--- config.mk ---
export PLATFORM = sky130hd
export DESIGN_NAME = tick_gen
export DESIGN_NICKNAME = d
export VERILOG_FILES = /design/src/rtl/tick_pkg.sv /design/src/rtl/tick_prescaler.sv /design/src/rtl/tick_chan_sel.sv /design/src/rtl/tick_gen.sv
export SDC_FILE = /design/constraint.sdc
export NUM_CORES = 1
export LEC_CHECK = 0
export CAP_MARGIN = 20
export CORE_MARGIN = 2
export CORE_UTILIZATION = 40
export CTS_CLUSTER_SIZE = 12
export DETAILED_ROUTE_END_ITERATION = 6
export MAX_ROUTING_LAYER = met4
export PLACE_DENSITY = 0.69
export SLEW_MARGIN = 20
export SYNTH_ARGS = -nofsm -noshare
export SYNTH_HDL_FRONTEND = slang
export SYNTH_HIERARCHICAL = 1
export SYNTH_SLANG_ARGS = --single-unit
--- constraint.sdc ---
create_clock -name clk -period 3.1 [get_ports clk]
set_input_delay 0.62 -clock clk [delete_from_list [all_inputs] [get_ports clk]]
set_output_delay 0.62 -clock clk [all_outputs]
set_load 0.02 [all_outputs]
--- src/rtl/tick_pkg.sv ---
package tick_pkg;

    localparam int NUM_TAPS = 4;
    localparam int SEL_W    = 3;

    typedef enum logic [SEL_W-1:0] {
        SEL_OFF   = 3'd0,
        SEL_SYS   = 3'd1,
        SEL_D8    = 3'd2,
        SEL_D64   = 3'd3,
        SEL_D256  = 3'd4,
        SEL_D1024 = 3'd5,
        SEL_FALL  = 3'd6,
        SEL_RISE  = 3'd7
    } sel_e;

    // number of low counter bits that define the period of tap t
    function automatic int tap_bits(input int t);
        case (t)
            0:       return 3;
            1:       return 6;
            2:       return 8;
            default: return 10;
        endcase
    endfunction

endpackage

--- src/rtl/tick_prescaler.sv ---
module tick_prescaler
    import tick_pkg::*;
#(
    parameter int CNT_W = 10
) (
    input  logic                clk,
    input  logic                rst_n,
    input  logic                psc_rst,
    output logic [CNT_W-1:0]    cnt_o,
    output logic [NUM_TAPS-1:0] tap_o
);

    typedef struct packed {
        logic [CNT_W-1:0] cnt;
    } psc_state_t;

    psc_state_t st_d, st_q;

    always_comb begin
        st_d = st_q;
        if (psc_rst) begin
            st_d.cnt = '0;
        end else begin
            st_d.cnt = st_q.cnt + 1'b1;
        end
    end

    always_ff @(posedge clk or negedge rst_n) begin
        if (!rst_n) begin
            st_q <= '0;
        end else begin
            st_q <= st_d;
        end
    end

    // A tap fires when its low field is about to roll over to zero.
    // A prescaler clear takes precedence, so that edge produces no roll-over.
    for (genvar t = 0; t < NUM_TAPS; t++) begin : g_tap
        localparam int TB = tap_bits(t);
        assign tap_o[t] = (&st_q.cnt[TB-1:0]) && !psc_rst;
    end

    assign cnt_o = st_q.cnt;

    AST_CNT_ADVANCE: assert property (@(posedge clk) disable iff (!rst_n)
        !psc_rst |=> st_q.cnt == $past(st_q.cnt) + 1'b1);
    AST_CNT_CLEAR: assert property (@(posedge clk) disable iff (!rst_n)
        psc_rst |=> st_q.cnt == '0);
    AST_NO_TAP_ON_CLEAR: assert property (@(posedge clk) disable iff (!rst_n)
        psc_rst |-> tap_o == '0);

endmodule

--- src/rtl/tick_chan_sel.sv ---
module tick_chan_sel
    import tick_pkg::*;
(
    input  logic                clk,
    input  logic                rst_n,
    input  logic [SEL_W-1:0]    sel_i,
    input  logic [NUM_TAPS-1:0] taps_i,
    input  logic                rise_i,
    input  logic                fall_i,
    output logic                en_o
);

    typedef struct packed {
        logic en;
    } ch_state_t;

    ch_state_t st_d, st_q;

    always_comb begin
        st_d = st_q;
        case (sel_e'(sel_i))
            SEL_OFF:   st_d.en = 1'b0;
            SEL_SYS:   st_d.en = 1'b1;
            SEL_D8:    st_d.en = taps_i[0];
            SEL_D64:   st_d.en = taps_i[1];
            SEL_D256:  st_d.en = taps_i[2];
            SEL_D1024: st_d.en = taps_i[3];
            SEL_FALL:  st_d.en = fall_i;
            SEL_RISE:  st_d.en = rise_i;
            default:   st_d.en = 1'b0;
        endcase
    end

    always_ff @(posedge clk or negedge rst_n) begin
        if (!rst_n) begin
            st_q <= '0;
        end else begin
            st_q <= st_d;
        end
    end

    assign en_o = st_q.en;

    AST_OFF_QUIET: assert property (@(posedge clk) disable iff (!rst_n)
        sel_i == SEL_OFF |=> !en_o);
    AST_SYS_EVERY: assert property (@(posedge clk) disable iff (!rst_n)
        sel_i == SEL_SYS |=> en_o);
    AST_RISE_FOLLOW: assert property (@(posedge clk) disable iff (!rst_n)
        sel_i == SEL_RISE |=> en_o == $past(rise_i));
    AST_FALL_FOLLOW: assert property (@(posedge clk) disable iff (!rst_n)
        sel_i == SEL_FALL |=> en_o == $past(fall_i));

endmodule

--- src/rtl/tick_gen.sv ---
module tick_gen
    import tick_pkg::*;
#(
    parameter int NUM_CH = 3,
    parameter int CNT_W  = 10
) (
    input  logic                    clk,
    input  logic                    rst_n,
    input  logic                    psc_rst,
    input  logic [NUM_CH*SEL_W-1:0] sel_i,
    input  logic [NUM_CH-1:0]       ext_rise_i,
    input  logic [NUM_CH-1:0]       ext_fall_i,
    output logic [NUM_CH-1:0]       cnt_en_o
);

    logic [CNT_W-1:0]    cnt;
    logic [NUM_TAPS-1:0] taps;

    tick_prescaler #(.CNT_W(CNT_W)) u_psc (
        .clk     (clk),
        .rst_n   (rst_n),
        .psc_rst (psc_rst),
        .cnt_o   (cnt),
        .tap_o   (taps)
    );

    for (genvar c = 0; c < NUM_CH; c++) begin : g_ch
        tick_chan_sel u_sel (
            .clk    (clk),
            .rst_n  (rst_n),
            .sel_i  (sel_i[c*SEL_W +: SEL_W]),
            .taps_i (taps),
            .rise_i (ext_rise_i[c]),
            .fall_i (ext_fall_i[c]),
            .en_o   (cnt_en_o[c])
        );

        AST_D8_PHASE: assert property (@(posedge clk) disable iff (!rst_n)
            (sel_i[c*SEL_W +: SEL_W] == SEL_D8) |=> (!cnt_en_o[c] || cnt[2:0] == 3'd0));
        AST_D1024_PHASE: assert property (@(posedge clk) disable iff (!rst_n)
            (sel_i[c*SEL_W +: SEL_W] == SEL_D1024) |=> (!cnt_en_o[c] || cnt[9:0] == 10'd0));
    end

endmodule

* Word-level counts from Yosys, hierarchy flattened *
Index checks and enable logic that the tools add are counted.

storage, ports and cells
  flip-flop bits (word level) = 13
  input bits = 18
  output and inout port bits = 3
  logic and storage cells = 42

operators by class
  $add $sub $neg = 1
  equal/unequal tests = 21
  multiplexer cells = 4
  reduce and logical (&&, ||, !) cells = 12

operators by type and width
  cell                                                  count
  equality test 3 bit (second input constant)           12
  case mux 1 bit (8 select lines)                       3
  equality test 3 x 2 -> 1 bit (second input constant)  6
  adder 10 x 1 -> 10 bit (second input constant)        1
  two-way mux 10 bit                                    1
  AND reduction 10 bit                                  1
  equality test 3 x 1 -> 1 bit (second input constant)  3
  logical NOT 3 bit                                     3
  AND reduction 8 bit                                   1
  AND reduction 6 bit                                   1
  logical AND 1 bit                                     4
  AND reduction 3 bit                                   1
  logical NOT 1 bit                                     1

* Longest topological paths before layout *
  depth in word-level cells = 3
  mapped depth = 7
  depth with buffers taken out = 7

* Hierarchy *
Netlist, hierarchy kept.

modules (own cells, without submodules)
  module          instances  cells an instance  area an instance (sq um)  sequential area each (sq um)
  tick_prescaler  1          47                 484.2                     250.2
  tick_chan_sel   3          11                 90.1                      25.0

* Least setup slack after synthesis *
Ideal clock, no wire load.

  path kind = flip-flop to flip-flop
  start = register u_psc.st_q (netlist bit u_psc/cnt_o[0])
  end = register g_ch[0].u_sel.st_q
  library setup time = 0.064 ns
  data arrival time = 1.694 ns
  required time = 3.036 ns
  setup slack = 1.343 ns
  stages on the path, launching flop included = 8
  path buffers = 0
  clock period less this slack = 1.757 ns
  cell sequence = dfrtp_1 ha_1 nand3_2 nor4_1 and3_1 and2b_1 o21ai_1 or3_1

on the way
  longest elaborated chain between the ends = 3
  elaborated cells on any way between the ends = 9
  classes of those cells = mux: 1; reduce/logical: 8

ends and longest elaborated chain
  what                             line                  text
  from (decl)                      tick_prescaler.sv:17  psc_state_t st_d, st_q;
  from (signal assigned)           tick_prescaler.sv:32  st_q <= st_d;
  AND reduction 8 bit              tick_prescaler.sv:40  assign tap_o[t] = (&st_q.cnt[TB-1:0]) && !psc_rst;
  logical AND 1 bit                tick_prescaler.sv:40
  named net taps[2]                tick_gen.sv:17        logic [NUM_TAPS-1:0] taps;
  case mux 1 bit (8 select lines)  tick_chan_sel.sv:21   case (sel_e'(sel_i))
  named net g_ch[0].u_sel.st_d     tick_chan_sel.sv:17   ch_state_t st_d, st_q;
  to (signal assigned)             tick_chan_sel.sv:38   st_q <= st_d;
  to (decl)                        tick_chan_sel.sv:17

The timed path passes the listed nets, and every way through them passes these cells.

* Worst setup path after layout *
  start = input psc_rst
  end = register g_ch[2].u_sel.st_q

on the way
  longest elaborated chain between the ends = 3
  elaborated cells on any way between the ends = 6
  classes of those cells = mux: 1; reduce/logical: 5

ends and longest elaborated chain
  what                             line                  text
  from (decl)                      tick_gen.sv:9         input logic psc_rst,
  logical NOT 1 bit                tick_prescaler.sv:40
  logical AND 1 bit                tick_prescaler.sv:40
  named net taps[2]                tick_gen.sv:17
  case mux 1 bit (8 select lines)  tick_chan_sel.sv:21
  named net g_ch[2].u_sel.st_d     tick_chan_sel.sv:17
  to (signal assigned)             tick_chan_sel.sv:38
  to (decl)                        tick_chan_sel.sv:17

The timed path passes the listed nets, and every way through them passes these cells.

==> impl_metrics.yaml <==
run_status:
  status: "complete, no violations"
route:
  wl_per_cell_um: 13.1
  ant_nets: 0
  num_vias: 681
  drt_wl_total_um: 1690
  drt_iter0_drc: 6
  drc_errors: 0
  avgViaCountPerCell: 5.28
  drtPass1Iterations: 4
clocking:
  cts_tree: "built"
  clock-sinks: 13
  numCtsBuffers: 3
  clk_path_buf_depth: 2
  htree_levels: 1
  cts_resized: 0
  post_cts_buffers: 0
  worstSkewPairLatency_ps: 270
  clkTransAtPathRegs_ps: 80
  holdBufCountCts: 0
  cts_root_buffer: "clkbuf_4"
synth:
  synth-seq-cells: 13
  synth_cells: 80
  synth_top_area_cell: "dfrtp_1"
  synthMuxAreaShare_pct: 3.98
  ys_async_sr_fraction_pct: 100
  syn_nets: 100
  synthDistinctLibCells: 27
  synth-compound-area-share_pct: 11.6
  yosys.cell_count.top_type: "dfrtp_1"
  syn_avg_cell_area_um2: 9.43
  synth-seq-area-share_pct: 43.1
  synth_area_leaders: "dfrtp_1 (43%), a21oi_1 (5.3%), or3_1 (4.1%), mux2i_1 (4.0%), ha_1 (3.3%)"
  yosys.area_share.adder_pct: 3.32
  synth.top_cell.area_share_pct: 43.1
  synth-xor-area-share_pct: 2.32
  synth_top_family_by_area: "simple AND/OR/NAND/NOR gates"
  syn_area_um2: 754
  synthSimpleGateAreaFrac_pct: 34.2
  yosysWarnings: 6
  synthFlopType: "dfrtp_1"
  synthTopCellsByCount: "dfrtp_1 (13), a21oi_1 (8), nand2_1 (5), or3_1 (5)"
  synth_edf_count: 0
power_and_ir_drop:
  ir_worst_vdd_v: 0.000214
  power_density_mw_per_mm2: 336
  p_comb_share_pct: 17.1
  p_total_mw: 0.342
  p_leak_nw: 0.404
  p_int_mw: 0.260
  seq_power_share_pct: 52.6
  clkPwrFrac_pct: 30.3
  power_switching_mw: 0.0816
  p_sw_share_pct: 23.9
hold_path:
  hp-class: "reg2reg"
  worstHoldStart: "u_psc/cnt_o[0]$_DFF_PN0_"
final_layout:
  nets: 125
  diodes: 0
  drive_gt1_share_pct: 5.77
  area_growth_pct: 34.7
global_route:
  grt_max_degree: 14
  grt_antenna_before_repair: 0
  grt_pass1_wl_um: 2890
  grt.overflow.total: 0
  grt_pass1_vias: 678
  grtUsageTotal_pct: 19.4
setup_path:
  crit_start: "psc_rst"
  crit_path_max_fanout: 4
  path_class: "in2reg"
  start_kind: "input pin"
  cp-end-kind: "flip-flop"
  r2r-start: "u_psc/cnt_o[0]$_DFF_PN0_"
  crit_arrival_ps: 2300
  required_ps: 3320
placed_design:
  place.gp.congestion: 0.750
  hpwl_um: 1300
  port_buffers: 20
timing:
  finalSetupViolCount: 0
  fin_skew_ps: 1.57
  clock.fmax_mhz: 480
  timing.final.crit_share_pct: 67.2
  finalHoldViolCount: 0
  finalSetupTns_ps: 0
  final.min_clock_period_ps: 2080
  worstMarginPinSlew_ps: 600
  drv_slew: 0
  rsz0062_at_grt: "no"
  relSlewSlack_pct: 59.9
floorplanning:
  num_rows: 15
  pin_count: 21
  initial_core_util_pct: 43.2
  dieArea_mm2: 0.00225
  dieWidth_um: 47.4
  die-height_um: 47.4
  core_mm2: 0.00175
run:
  max-cap-violations: 0
area by class of cell:
cell class | count | area [um^2]
Fill cell | 158 | 729
Tap cell | 25 | 31.3
Clock buffer | 4 | 26.3
Timing Repair Buffer | 21 | 208
Sequential cell | 13 | 325
Inverter | 2 | 7.51
Multi-Input combinational cell | 64 | 418
worst paths after layout:
check | endpoint | slack, ps | depth (start not counted)
worst max-delay path | g_ch[2].u_sel/en_o$_DFF_PN0_ | 1020 | 6
worst min-delay path | u_psc/cnt_o[0]$_DFF_PN0_ | 500 | 1
worst max register to register | g_ch[2].u_sel/en_o$_DFF_PN0_ | 1020 | 7
worst min register to register | u_psc/cnt_o[0]$_DFF_PN0_ | 500 | 1
max in group asynchronous | u_psc/cnt_o[5]$_DFF_PN0_ | 1990 | 1
min in group asynchronous | g_ch[1].u_sel/en_o$_DFF_PN0_ | 720 | 1
routing by layer:
layer  vias up  part of all wire [%]  track usage (%)
met2        14                    48             31.6
li1        345                     -                -
met1       320                    46             22.5
met3         2                   5.1             7.17
met5         -                     0                -
met4         0                  0.71             5.00
flip-flops by register name (all words and copies together), names as in the netlist:
register,count
u_psc/cnt_o,10
g_ch.u_sel/en_o,3
power groups by stage:
stage                     registers, mW  logic [mW]  clock network (mW)
after detailed placement          0.183      0.0586                   0
after global placement            0.183      0.0586                   0
after global routing              0.181      0.0644               0.118
after floorplan                   0.187      0.0154                   0
after CTS                         0.180      0.0590               0.110
final                             0.180      0.0583               0.104
cell usage in the layout (no fill, tap or decap), types with 2 or more instances in the layout:
| cell | Yosys | layout |
|---|---|---|
| inv_1 | 2 | 2 |
| a21oi_1 | 8 | 8 |
| mux2i_1 | 3 | 3 |
| nor2b_1 | 3 | 3 |
| o21ai_0 | 2 | 2 |
| nand2_1 | 5 | 5 |
| o31ai_1 | 3 | 3 |
| nand4_1 | 3 | 3 |
| clkbuf_4 | 0 | 3 |
| ha_1 | 2 | 2 |
| and2b_1 | 3 | 3 |
| nand3_1 | 2 | 2 |
| o21ai_1 | 3 | 3 |
| or4_1 | 3 | 3 |
| nand2b_1 | 3 | 3 |
| nor2_1 | 3 | 3 |
| clkdlybuf4s50_1 | 0 | 20 |
| nor3b_1 | 3 | 3 |
| nand3b_1 | 3 | 3 |
| dfrtp_1 | 13 | 13 |
| or3_1 | 5 | 5 |
critical path: stages:
cell and delay (ps):
clkdlybuf4s50_1 430, nor4_1 530, and3_1 280, and2b_1 190, o21ai_1 120, or3_1 130
kinds of logic (layout without fill, tap and decap cells):
kind of cell / after synthesis / in the layout
AND/OR/NAND/NOR: 41 / 41
AO/OA/AOI/OAI: 16 / 16
flip-flops: 13 / 13
multiplexers: 3 / 3
buffers and inverters: 3 / 27
adder cells (fa/ha/maj): 2 / 2
XOR/XNOR: 2 / 2
per-stage QoR:
| step | instance area, um^2 | setup slack, ps | cells | utilization, % | hold slack, ps |
|---|---|---|---|---|---|
| final | 1020 | 1020 | 129 | 58.2 | 498 |
| after global routing | 1020 | 841 | 129 | 58.2 | 547 |
| after CTS | 1020 | 1010 | 129 | 58.2 | 506 |
| after detailed placement | 990 | 745 | 125 | 56.7 | 494 |
| after global placement | 990 | 779 | 125 | 56.7 | 482 |
| after floorplan | 754 | 1340 | 80 | - | 324 |
No activity file was read; power rests on OpenSTA's default activity.
